`src/rtl/lfsr_clkdiv_next.sv`:
```
module lfsr_clkdiv_next #(
  parameter int               WIDTH = 4,
  parameter logic [WIDTH-1:0] TAPS  = 4'b0010
) (
  input  logic [WIDTH-1:0] cur_i,
  output logic [WIDTH-1:0] nxt_o
);
  localparam int TOP = WIDTH - 1;

  logic fb;
  assign fb       = cur_i[TOP];
  assign nxt_o[0] = fb;

  for (genvar b = 1; b < WIDTH; b++) begin : g_bit
    if (TAPS[b]) begin : g_tap
      assign nxt_o[b] = cur_i[b-1] ~^ fb;
    end else begin : g_pass
      assign nxt_o[b] = cur_i[b-1];
    end
  end
endmodule

```
`src/rtl/lfsr_clkdiv_match.sv`:
```
module lfsr_clkdiv_match #(
  parameter int               WIDTH     = 4,
  parameter logic [WIDTH-1:0] END_STATE = 4'b0101
) (
  input  logic [WIDTH-1:0] cur_i,
  output logic             hit_o
);
  assign hit_o = (cur_i == END_STATE);
endmodule

```
`src/rtl/lfsr_clkdiv.sv`:
```
module lfsr_clkdiv #(
  parameter int               WIDTH       = 4,
  parameter logic [WIDTH-1:0] TAPS        = 4'b0010,
  parameter logic [WIDTH-1:0] START_STATE = 4'b0000,
  parameter logic [WIDTH-1:0] END_STATE   = 4'b0101
) (
  input  logic clk,
  input  logic rst,
  output logic tick_o
);
  logic [WIDTH-1:0] state_q;
  logic [WIDTH-1:0] state_step;
  logic             at_end;

  lfsr_clkdiv_next #(.WIDTH(WIDTH), .TAPS(TAPS)) u_next (
    .cur_i (state_q),
    .nxt_o (state_step)
  );

  lfsr_clkdiv_match #(.WIDTH(WIDTH), .END_STATE(END_STATE)) u_match (
    .cur_i (state_q),
    .hit_o (at_end)
  );

  always_ff @(posedge clk or posedge rst) begin
    if (rst) begin
      state_q <= START_STATE;
      tick_o  <= 1'b0;
    end else if (at_end) begin
      state_q <= START_STATE;
      tick_o  <= 1'b1;
    end else begin
      state_q <= state_step;
      tick_o  <= 1'b0;
    end
  end
endmodule

```
`config.mk`:
```
export PLATFORM = sky130hd
export DESIGN_NAME = lfsr_clkdiv
export DESIGN_NICKNAME = d
export VERILOG_FILES = /design/src/rtl/lfsr_clkdiv_next.sv /design/src/rtl/lfsr_clkdiv_match.sv /design/src/rtl/lfsr_clkdiv.sv
export SDC_FILE = /design/constraint.sdc
export NUM_CORES = 1
export LEC_CHECK = 0
export BUFFER_PORTS_ARGS = -buffer_cell sky130_fd_sc_hd__buf_4
export CORE_AREA = 4 4 41 43
export DETAILED_ROUTE_END_ITERATION = 10
export DIE_AREA = 0 0 45 47
export PLACE_DENSITY_LB_ADDON = 0.08
export RECOVER_POWER = 50
export SLEW_MARGIN = 20
export SYNTH_ARGS = -nofsm -noshare
export SYNTH_HDL_FRONTEND = slang
export SYNTH_SLANG_ARGS = --single-unit
```
`constraint.sdc`:
```
create_clock -name clk -period 0.8 [get_ports clk]
set_input_delay 0.2 -clock clk [delete_from_list [all_inputs] [get_ports clk]]
set_output_delay 0.2 -clock clk [all_outputs]
set_load 0.05 [all_outputs]
```
==> Word-level counts from Yosys, hierarchy flattened <==
Cells that the tools add are included.
{ "op_classes": {"bitwise_logic": 1, "n_mux": 2, "n_eq_ne": 1} }
{ "op_table": {"columns": ["cell", "count"], "rows": [
  ["$eq A4 B3 Y1 const B", 1],
  ["$mux W4", 1],
  ["$mux W1", 1],
  ["$xnor A1 B1 Y1", 1]
]} }
{ "word_totals": {"regBits": 5, "elab_cells": 6, "input_bits": 2} }

==> Depth between registers and ports, before layout <==
{ "logic_depth": {"ltp_word": 2, "mapped_depth": 2, "ltp_nobuf": 2} }

==> Modules after synthesis <==
From an unflattened synthesis, not the netlist that was laid out.
{ "hier_totals": {"hier_cells": 15, "area_unflattened_um2": 197.7} }
{ "modules_own_cells": {"columns": ["mod", "cells_per_inst", "instances", "area_each_um2"], "rows": [
  ["lfsr_clkdiv", 10, 1, 153.9],
  ["lfsr_clkdiv_next", 4, 1, 31.3],
  ["lfsr_clkdiv_match", 1, 1, 12.5]
]} }

==> Worst setup path before layout <==
OpenSTA, ideal clock, no wires.
{ "synth_timing": {"kind": "reg2out", "startpoint": "reg tick_o", "endpoint": "out tick_o", "path_slack_ns": 0.014, "path_stages_with_launch": 1, "arrival_time_ns": 0.586, "path_cell_list": "dfrtp_1"} }
{ "synth_lines": {"columns": ["element", "line_no", "text"], "rows": [
  ["from (decl)", "lfsr_clkdiv.sv:9", "output logic tick_o"],
  ["from (signal assigned)", "lfsr_clkdiv.sv:28", "tick_o <= 1'b0;"],
  ["from (signal assigned)", "lfsr_clkdiv.sv:31", "tick_o <= 1'b1;"],
  ["from (signal assigned)", "lfsr_clkdiv.sv:34", "tick_o <= 1'b0;"]
]} }
No word-level cell between the ends.

==> Worst setup path after layout <==
{ "layout_timing": {"startpoint": "reg tick_o", "endpoint": "out tick_o"} }
No word-level cell between the ends.

==> run metrics <==
status finished with violations; failing checks negative setup slack; crit-path leading delay family flip-flops; fin worst setup slack -0.156 ns; max cap viols 0; total clock sinks 5; Top Ports 3; via count 90; Setup violations, final 1; routed len/inst 7.66 um; die width 45 um; Layout area overhead 40.2%; Slowest-stage cell, CP dfrtp_1; cells along the critical path buf_6; drt initial violations 0; Synth area leaders dfrtp_1, xnor2_1, a21boi_1; critical path data arrival time 0.76 ns; Hold Vio Cnt, Final 0; Relative slew margins 87.7%; Die Span Y roughly 47 um; FF+latch area 125 um^2; clk buf depth 2; Post-Syn Nets 14; sequential fraction of the synthesis area about three quarters; Crit path largest cell delay 0.37 ns; vias per cell ~2.8; Fillers 150; # port buffers 2; Critical Path RT 0.60 ns; CTS Buf Count 3; vias in the first global route roughly 100; Post-Syn Area per Cell 13.8 um^2; layout cells sized above 1 between 30% and 40%; Root Buffer clkbuf_4; Max Fclk 1050 MHz; logic gate share of total power 2.2%; worst-path fanout max 1; crit end category primary output; Yosys top cell area share 75.8%; Int Pwr 0.448 mW; Setup CP Type reg2out; Antenna Nets Post-Route 0; initial antenna violation count 0; LEAKAGE approximately 0.11 nW; Psw ~0.10 mW; Final Cycle Share 119%; total track usage 3.90%; CTS tree built; synthesized area about 170 um^2; drt first pass iters 1; Residual DRC 0; final WL 245 um; pin count of the biggest net entering global routing 6; antenna diode count 0; RSZ-0062 raised after global routing yes; P per Cell Area 2380 mW/mm^2; grt total ovfl 0; min cycle time layout 0.956 ns; Max Slew Vio Count 0; Die ar. approximately 0.0021 mm^2; GPL Wtd Cong roughly 0.56; register clock-pin slew on the reported worst setup and hold paths roughly 0.04 ns; overall power approximately 0.55 mW; clock skew 0.00364 ns; Flop pwr share a little under half; first-pass GRT wire length approximately 440 um; Tightest Hold Check Type reg2reg; initial core utilization between 10 and 15%; switching share of total power 18.7%; Yosys reg bits 5; Core Footprint 0.00130 mm^2; Nets 20; IR drop worst, VDD ~0.54 mV; CP Launch Type register; area leader, netlist dfrtp_1; clock network power share between 50 and 60%; row cnt 13; Least-Margin Pin Slew 0.184 ns; Yosys warnings 0; Distinct cells, synth 7; multi-input combinational cell area 28.8 um^2; Post-Synthesis Cells 12; H-tree depth 1; crit path buf inv count 1; clk_lat worst skew 0.24 ns; Post-Place Worst Slack 0.0766 ns
## path summary, 6_finish.rpt
kind                       slack, ns         end  cells after the start       start
setup / recovery               -0.16      tick_o                      1      tick_o
hold / removal                  0.39  state_q[2]                      0  state_q[1]
setup reg to reg                0.09      tick_o                      2  state_q[3]
hold reg to reg                 0.39  state_q[2]                      0  state_q[1]
max in group asynchronous       0.22  state_q[1]                      3         rst
min in group asynchronous       0.41  state_q[0]                      3         rst
## per-layer routing
metal,global-route usage [%],part of all wire [%]
met5,0,0
met4,1.75,0
met3,6.90,15
met2,3.67,36
met1,3.47,49
## layout by cell type (no fill, tap or decap)
cell,n
inv_1,1
and3_1,1
buf_6,1
a21boi_1,1
nor2_2,1
clkbuf_1,1
dlygate4sd3_1,1
xnor2_1,1
dfrtp_1,5
clkbuf_4,4
## flip-flops by register name (all words and copies together) (netlist names)
register / count
tick_o: 1
state_q: 4
## power by group through the flow
stage	logic, mW	registers, mW	clock network, mW
after floorplan	0.00411	0.258	0
after CTS	0.0128	0.254	0.302
after global placement	0.00941	0.258	0
after detailed placement	0.00899	0.258	0
final	0.0120	0.254	0.286
after global routing	0.0135	0.253	0.329
## cells by family after synthesis
logic type	count (synthesis)	share of synthesized area, %
compound gates	1	4.55
buf+inv	3	6.82
simple gates	2	7.58
flops	5	75.8
xor+xnor	1	5.30
## per-stage QoR
| stage | TNS (ns) | utilization [%] | cells | instance area (um^2) | hold slack, ns |
|---|---|---|---|---|---|
| after global placement | 0 | 14.7 | 27 | 191 | 0.124 |
| after global routing | -0.181 | 17.8 | 32 | 231 | 0.412 |
| after CTS | -0.169 | 17.8 | 32 | 231 | 0.389 |
| final | -0.156 | 17.8 | 32 | 231 | 0.390 |
| after floorplan | 0 | - | 12 | 165 | -0.0215 |
| after detailed placement | 0 | 14.7 | 27 | 191 | 0.116 |
## what timing repair did
item / 4_1_cts / 5_1_grt
endpoints found under the hold margin: 5 / 0
setup buffers: 0 / 0
setup endpoints to repair: 1 / 1
hold buffers: 1 / 0
gates resized for setup: 1 / 0
## synthesized netlist by cell type
cell type and n:
dfrtp_1 5, clkbuf_1 2, a21boi_1 1, and3_1 1, inv_1 1, nor2_2 1
xnor2_1 1
## layout make-up
class	instances	share of cell area, %
Inverter	1	1.62
Clock buffer	4	11.4
Multi-Input combinational cell	4	12.4
Sequential cell	5	54.1
Timing Repair Buffer	3	12.4
Tap cell	15	8.11
(Power assumes the default switching activity.)
